`src/rtl/smd_pkg.sv`:
```
package smd_pkg;
  typedef enum logic [1:0] {
    OP_MUL_LO = 2'b00,
    OP_MUL_HI = 2'b01,
    OP_QUO    = 2'b10,
    OP_REM    = 2'b11
  } smd_op_e;

  typedef enum logic [1:0] {
    ST_IDLE = 2'd0,
    ST_RUN  = 2'd1,
    ST_FIX  = 2'd2
  } smd_state_e;
endpackage

```
`src/rtl/smd_mul_step.sv`:
```
// One shift-add multiply step on a magnitude pair {hi,lo}.
module smd_mul_step #(
  parameter int W = 32
) (
  input  logic [W-1:0] hi,
  input  logic [W-1:0] lo,
  input  logic [W-1:0] mcand,
  output logic [W-1:0] hi_n,
  output logic [W-1:0] lo_n
);
  logic [W:0] sum;

  always_comb begin
    sum  = lo[0] ? ({1'b0, hi} + {1'b0, mcand}) : {1'b0, hi};
    hi_n = sum[W:1];
    lo_n = {sum[0], lo[W-1:1]};
  end
endmodule

```
`src/rtl/smd_div_step.sv`:
```
// One restoring divide step: remainder in rem, dividend/quotient in quo.
module smd_div_step #(
  parameter int W = 32
) (
  input  logic [W-1:0] rem,
  input  logic [W-1:0] quo,
  input  logic [W-1:0] dvsr,
  output logic [W-1:0] rem_n,
  output logic [W-1:0] quo_n
);
  logic [W:0]   sh;
  logic [W-1:0] diff;
  logic         fits;

  always_comb begin
    sh    = {rem, quo[W-1]};
    fits  = sh >= {1'b0, dvsr};
    diff  = sh[W-1:0] - dvsr;
    rem_n = fits ? diff : sh[W-1:0];
    quo_n = {quo[W-2:0], fits};
  end
endmodule

```
`src/rtl/smd_sign_fix.sv`:
```
// Applies the sign to the magnitude result and picks the requested word.
module smd_sign_fix #(
  parameter int W = 32
) (
  input  logic [1:0]   op,
  input  logic [W-1:0] hi,
  input  logic [W-1:0] lo,
  input  logic         neg_res,
  input  logic         neg_dvd,
  output logic [W-1:0] res
);
  localparam logic [W-1:0] ONE = W'(1);

  function automatic logic [W-1:0] negate(input logic [W-1:0] v);
    return ~v + ONE;
  endfunction

  // High half of the negated 2W-bit value: the +1 reaches it only when lo is 0.
  function automatic logic [W-1:0] neg_high(input logic [W-1:0] h, input logic [W-1:0] l);
    return (l == '0) ? (~h + ONE) : ~h;
  endfunction

  logic [W-1:0] p_lo, p_hi, q_s, r_s;

  always_comb begin
    p_lo = neg_res ? negate(lo) : lo;
    p_hi = neg_res ? neg_high(hi, lo) : hi;
    q_s  = neg_res ? negate(lo) : lo;
    r_s  = neg_dvd ? negate(hi) : hi;
    case (op)
      2'b00:   res = p_lo;
      2'b01:   res = p_hi;
      2'b10:   res = q_s;
      default: res = r_s;
    endcase
  end
endmodule

```
`src/rtl/seq_muldiv.sv`:
```
module seq_muldiv
  import smd_pkg::*;
#(
  parameter int W = 32
) (
  input  logic         clk,
  input  logic         rst_n,
  input  logic         start,
  input  logic [1:0]   op,
  input  logic [W-1:0] x,
  input  logic [W-1:0] y,
  output logic         busy,
  output logic         done,
  output logic         div_zero,
  output logic [W-1:0] result
);
  localparam int CNT_W = (W > 2) ? $clog2(W) : 1;
  localparam logic [CNT_W-1:0] LAST = CNT_W'(W - 1);
  localparam logic [W-1:0] ONE = W'(1);

  function automatic logic [W-1:0] mag(input logic [W-1:0] v);
    return v[W-1] ? (~v + ONE) : v;
  endfunction

  smd_state_e       state;
  logic [CNT_W-1:0] cnt;
  smd_op_e          op_q;
  logic [W-1:0]     hi_q, lo_q, arg_q;
  logic             neg_res_q, neg_dvd_q;

  // Named internal events
  logic accept, dz_req, last_step;
  logic [W-1:0] m_hi, m_lo, d_hi, d_lo, fix_res;

  assign accept    = start && (state == ST_IDLE);
  assign dz_req    = op[1] && (y == '0);
  assign last_step = (state == ST_RUN) && (cnt == LAST);
  assign busy      = (state != ST_IDLE);

  smd_mul_step #(.W(W)) u_mul (
    .hi(hi_q), .lo(lo_q), .mcand(arg_q), .hi_n(m_hi), .lo_n(m_lo)
  );

  smd_div_step #(.W(W)) u_div (
    .rem(hi_q), .quo(lo_q), .dvsr(arg_q), .rem_n(d_hi), .quo_n(d_lo)
  );

  smd_sign_fix #(.W(W)) u_fix (
    .op(op_q), .hi(hi_q), .lo(lo_q), .neg_res(neg_res_q),
    .neg_dvd(neg_dvd_q), .res(fix_res)
  );

  always_ff @(posedge clk or negedge rst_n) begin
    if (!rst_n) begin
      state     <= ST_IDLE;
      cnt       <= '0;
      op_q      <= OP_MUL_LO;
      hi_q      <= '0;
      lo_q      <= '0;
      arg_q     <= '0;
      neg_res_q <= 1'b0;
      neg_dvd_q <= 1'b0;
      result    <= '0;
      done      <= 1'b0;
      div_zero  <= 1'b0;
    end else begin
      done     <= 1'b0;
      div_zero <= 1'b0;
      case (state)
        ST_IDLE: begin
          if (accept) begin
            if (dz_req) begin
              done     <= 1'b1;
              div_zero <= 1'b1;
              result   <= '0;
            end else begin
              state     <= ST_RUN;
              cnt       <= '0;
              op_q      <= smd_op_e'(op);
              hi_q      <= '0;
              lo_q      <= mag(x);
              arg_q     <= mag(y);
              neg_res_q <= x[W-1] ^ y[W-1];
              neg_dvd_q <= x[W-1];
            end
          end
        end
        ST_RUN: begin
          hi_q <= op_q[1] ? d_hi : m_hi;
          lo_q <= op_q[1] ? d_lo : m_lo;
          cnt  <= cnt + CNT_W'(1);
          if (last_step) state <= ST_FIX;
        end
        ST_FIX: begin
          result <= fix_res;
          done   <= 1'b1;
          state  <= ST_IDLE;
        end
        default: state <= ST_IDLE;
      endcase
    end
  end


  busy_end_chk: assert property (@(posedge clk) disable iff (!rst_n)
    busy |=> (busy || done));


  done_idle_chk: assert property (@(posedge clk) disable iff (!rst_n)
    done |-> !busy);


  dz_flag_chk: assert property (@(posedge clk) disable iff (!rst_n)
    div_zero |-> (done && (result == '0)));


  busy_rise_chk: assert property (@(posedge clk) disable iff (!rst_n)
    $rose(busy) |-> ($past(start) && !$past(busy)));


  done_pulse_chk: assert property (@(posedge clk) disable iff (!rst_n)
    done |=> (!done || $past(start)));


  result_hold_chk: assert property (@(posedge clk) disable iff (!rst_n)
    !$stable(result) |-> done);


  step_only_busy_chk: assert property (@(posedge clk) disable iff (!rst_n)
    last_step |=> (busy && !done));
endmodule

```
`config.mk`:
```
export PLATFORM = sky130hd
export DESIGN_NAME = seq_muldiv
export DESIGN_NICKNAME = d
export VERILOG_FILES = /design/src/rtl/smd_pkg.sv /design/src/rtl/smd_mul_step.sv /design/src/rtl/smd_div_step.sv /design/src/rtl/smd_sign_fix.sv /design/src/rtl/seq_muldiv.sv
export SDC_FILE = /design/constraint.sdc
export NUM_CORES = 1
export LEC_CHECK = 0
export BUFFER_PORTS_ARGS = -buffer_cell sky130_fd_sc_hd__buf_2
export CORE_ASPECT_RATIO = 0.5
export CORE_MARGIN = 2
export CORE_UTILIZATION = 38
export CTS_CLUSTER_SIZE = 16
export DETAILED_ROUTE_END_ITERATION = 8
export PLACE_DENSITY_LB_ADDON = 0.3
export SYNTH_ARGS = -nofsm -noshare
export SYNTH_HDL_FRONTEND = slang
export SYNTH_SLANG_ARGS = --single-unit
```
`constraint.sdc`:
```
create_clock -name clk -period 5.52 [get_ports clk]
set_clock_uncertainty 0.05 [all_clocks]
set_input_delay 1.656 -clock clk [delete_from_list [all_inputs] [get_ports clk]]
set_output_delay 1.656 -clock clk [all_outputs]
set_load 0.01 [all_outputs]
```
==> metrics <==
status=complete, no violations; switch share=between 40% and 50%; Avg Cell Area, Syn=between 7 and 8 µm²; FF-to-FF setup slack=1230 ps; Hold Path Class=flip-flop to flip-flop; Tcrit/Tclk final=78.0%; Final Wtd Congestion=0.909; Final Hold Viols=0; CTS tree=yes; share of post-route cells with drive strength above 1=between 10% and 20%; synthesized cell area=13,300 µm²; count leader, synth=nand2_1; max-slew violation count=0; R2R depth=13; IR drop worst, VDD=~290 µV; Clock Power Share=~12%; grt total ovfl=0; CTS Buf Count=17; Via density=5.65; sequential share of power=around 23%; Setup Viol. Count Final=0; Syn-to-layout area delta=11.4%; CP Max Fanout=33; post-layout min period=4310 ps; vias in the first global route=~12,000; RR Startpoint=hi_q[0]$_DFFE_PN0P_; Clock Latency Late Sink=between 400 and 500 ps; cts repair resizes=0; Logic pwr share=~65%; r2r endpoint=hi_q[29]$_DFFE_PN0P_; CP endpoint kind=flip-flop; 1st-pass router iterations=5; Top FF cell, synth=dfrtp_1; register bit total from synthesis=~140; synth cell count leaders=nand2_1 (255), o21ai_0 (200), dfrtp_1 (141), xnor2_1 (124), a21oi_1 (108); max_cap viols=0; Unique masters post-synth=70; Crit path required time=~5800 ps; final net count=roughly 1,900; Net Switching=5.42 mW; relative slew slack=a little over a third; Hold Buf Count CTS=0; ys async rst share=100%; die footprint=approximately 37,000 µm²; FP Rows=between 40 and 50; Synth Instances=approximately 1,700; WL/cell=18.4 µm; Leak=6.28 nW; largest area contributor in the synthesized netlist=dfrtp_1; Final HPWL DP=~31,000 µm; Total Power=roughly 11 mW; pin count of the biggest net entering global routing=94; CP Launch Type=primary input; H-tree Lvls=4; vias=roughly 13,000; Post-CTS Setup Bufs=0; post-layout util=a little over two fifths; Die Y-Extent=~140 µm; internal power=~5.5 mW; Total GRT Usage=around 23%; top cells by area, synth=dfrtp_1 (26%), xnor2_1 (8.1%), o21ai_0 (7.5%); clock sink count=about 140; initial antenna violation count=2; Post-synth EDFFs=0; Clock Pin Slew Worst Setup and Hold Paths=70 ps; crit path to=result[10]$_DFFE_PN0P_; initial drt markers=roughly 1,000; Worst Max-Slew Pin Slew=971 ps; WL final=about 41,000 µm; YS warnings=0; Die W=around 270 µm; IO Pins=between 100 and 150; post-route cell area=roughly 15,000 µm²; initial core utilization=38.6%; crit path DAT=around 4600 ps; setup TNS=0 ps; clock buffer depth=2; Core ar.=approximately 35,000 µm²; pwr dens=between 700 and 800 nW/µm²; Post-Syn Nets=between 1,500 and 2,000; RSZ-0062 raised after global routing=false; placed cell areas=approximately 14,000 µm²; Residual DRC=0; fmax=about 230 MHz; first-pass GRT wire length=65,700 µm; IO buf count=approximately 100; register area share after synthesis=a little over a quarter; Crit. Startpoint=y[8]; Yosys top cell area share=a little over a quarter; Routed Antenna Nets=0; critical path class=primary input to flip-flop; Root Buffer=clkbuf_16
## routing by layer
metal	up-vias	track usage (%)	part of all wire, %
li1	6234	-	-
met1	5930	34.8	49
met2	443	33.2	41
met3	33	3.74	7.5
met4	0	5.59	1.7
met5	-	0	0
## worst min-delay path by stage
stage	start	to	slack (ps)	depth (start not counted)
2_1_floorplan	cnt[4]$_DFFE_PN0P_	cnt[4]$_DFFE_PN0P_	420	1
3_3_place_gp	result[29]$_DFFE_PN0P_	result[29]$_DFFE_PN0P_	400	2
3_5_place_dp	result[29]$_DFFE_PN0P_	result[29]$_DFFE_PN0P_	410	2
4_1_cts	result[29]$_DFFE_PN0P_	result[29]$_DFFE_PN0P_	420	2
5_1_grt	result[28]$_DFFE_PN0P_	result[28]$_DFFE_PN0P_	460	2
6_report	result[29]$_DFFE_PN0P_	result[29]$_DFFE_PN0P_	420	2
## critical path, stage by stage
cell      delay, ps
buf_2           120
or4_1           570
nor4_1          200
buf_4           170
nand2b_1         70
or3_1           490
nor2_1          430
nand2_1         150
a21o_1          200
buf_4           240
a22o_1          280
## layout by cell type, fill, tap and decap left out, types with 18 or more instances in the layout
cell type | Yosys | final
a21o_1 | 36 | 36
dfrtp_1 | 141 | 140
a211oi_1 | 22 | 22
buf_4 | 0 | 18
nor3_1 | 21 | 21
nor2b_1 | 20 | 19
mux2i_1 | 39 | 39
xnor2_1 | 124 | 124
o221ai_1 | 18 | 18
o21ai_0 | 200 | 200
a21oi_1 | 108 | 108
nand2_1 | 255 | 255
buf_2 | 1 | 102
inv_1 | 56 | 56
o31ai_1 | 34 | 34
or3_1 | 29 | 29
ha_1 | 70 | 70
xor2_1 | 67 | 67
a22o_1 | 24 | 24
nor2_1 | 90 | 90
## power groups by stage
stage,sequential [mW],combinational [mW],clock [mW]
5_1_grt,2.54,7.88,1.41
4_1_cts,2.43,6.99,1.37
6_report,2.46,7.07,1.35
3_5_place_dp,2.44,6.94,0
3_3_place_gp,2.44,6.88,0
2_1_floorplan,1.97,5.63,0
## cells by family after synthesis
kind of cell,after synthesis,share of synthesized area [%]
XOR/XNOR,191,12.5
multiplexers,42,3.18
adder cells (fa/ha/maj),72,6.86
buffers and inverters,177,5.10
flip-flops,141,26.4
AO/OA/AOI/OAI,567,27.0
AND/OR/NAND/NOR,536,18.9
## flip-flops by register name, indices dropped and copies added, names as in the netlist
| name | count |
|---|---|
| state | 2 |
| done | 1 |
| op_q | 2 |
| result | 32 |
| neg_dvd_q | 1 |
| div_zero | 1 |
| cnt | 5 |
| neg_res_q | 1 |
| arg_q | 32 |
| hi_q | 32 |
| lo_q | 32 |
## metrics by stage
step           hold slack, ps  cells  setup slack, ps
6_report                  423   2236             1210
4_1_cts                   424   2235             1230
2_1_floorplan             423   1726             1380
3_3_place_gp              401   2203              843
3_5_place_dp              407   2203              785
5_1_grt                   458   2236              974
## cell type report
class | count | area, µm²
Clock buffer | 18 | 439
Sequential cell | 141 | 3530
Clock inverter | 14 | 240
Multi-Input combinational cell | 1408 | 9160
Fill cell | 3540 | 19700
Timing Repair Buffer | 122 | 677
Tap cell | 475 | 594
Inverter | 57 | 214
Antenna cell | 1 | 2.50
Power figures use the tool's default switching activity.
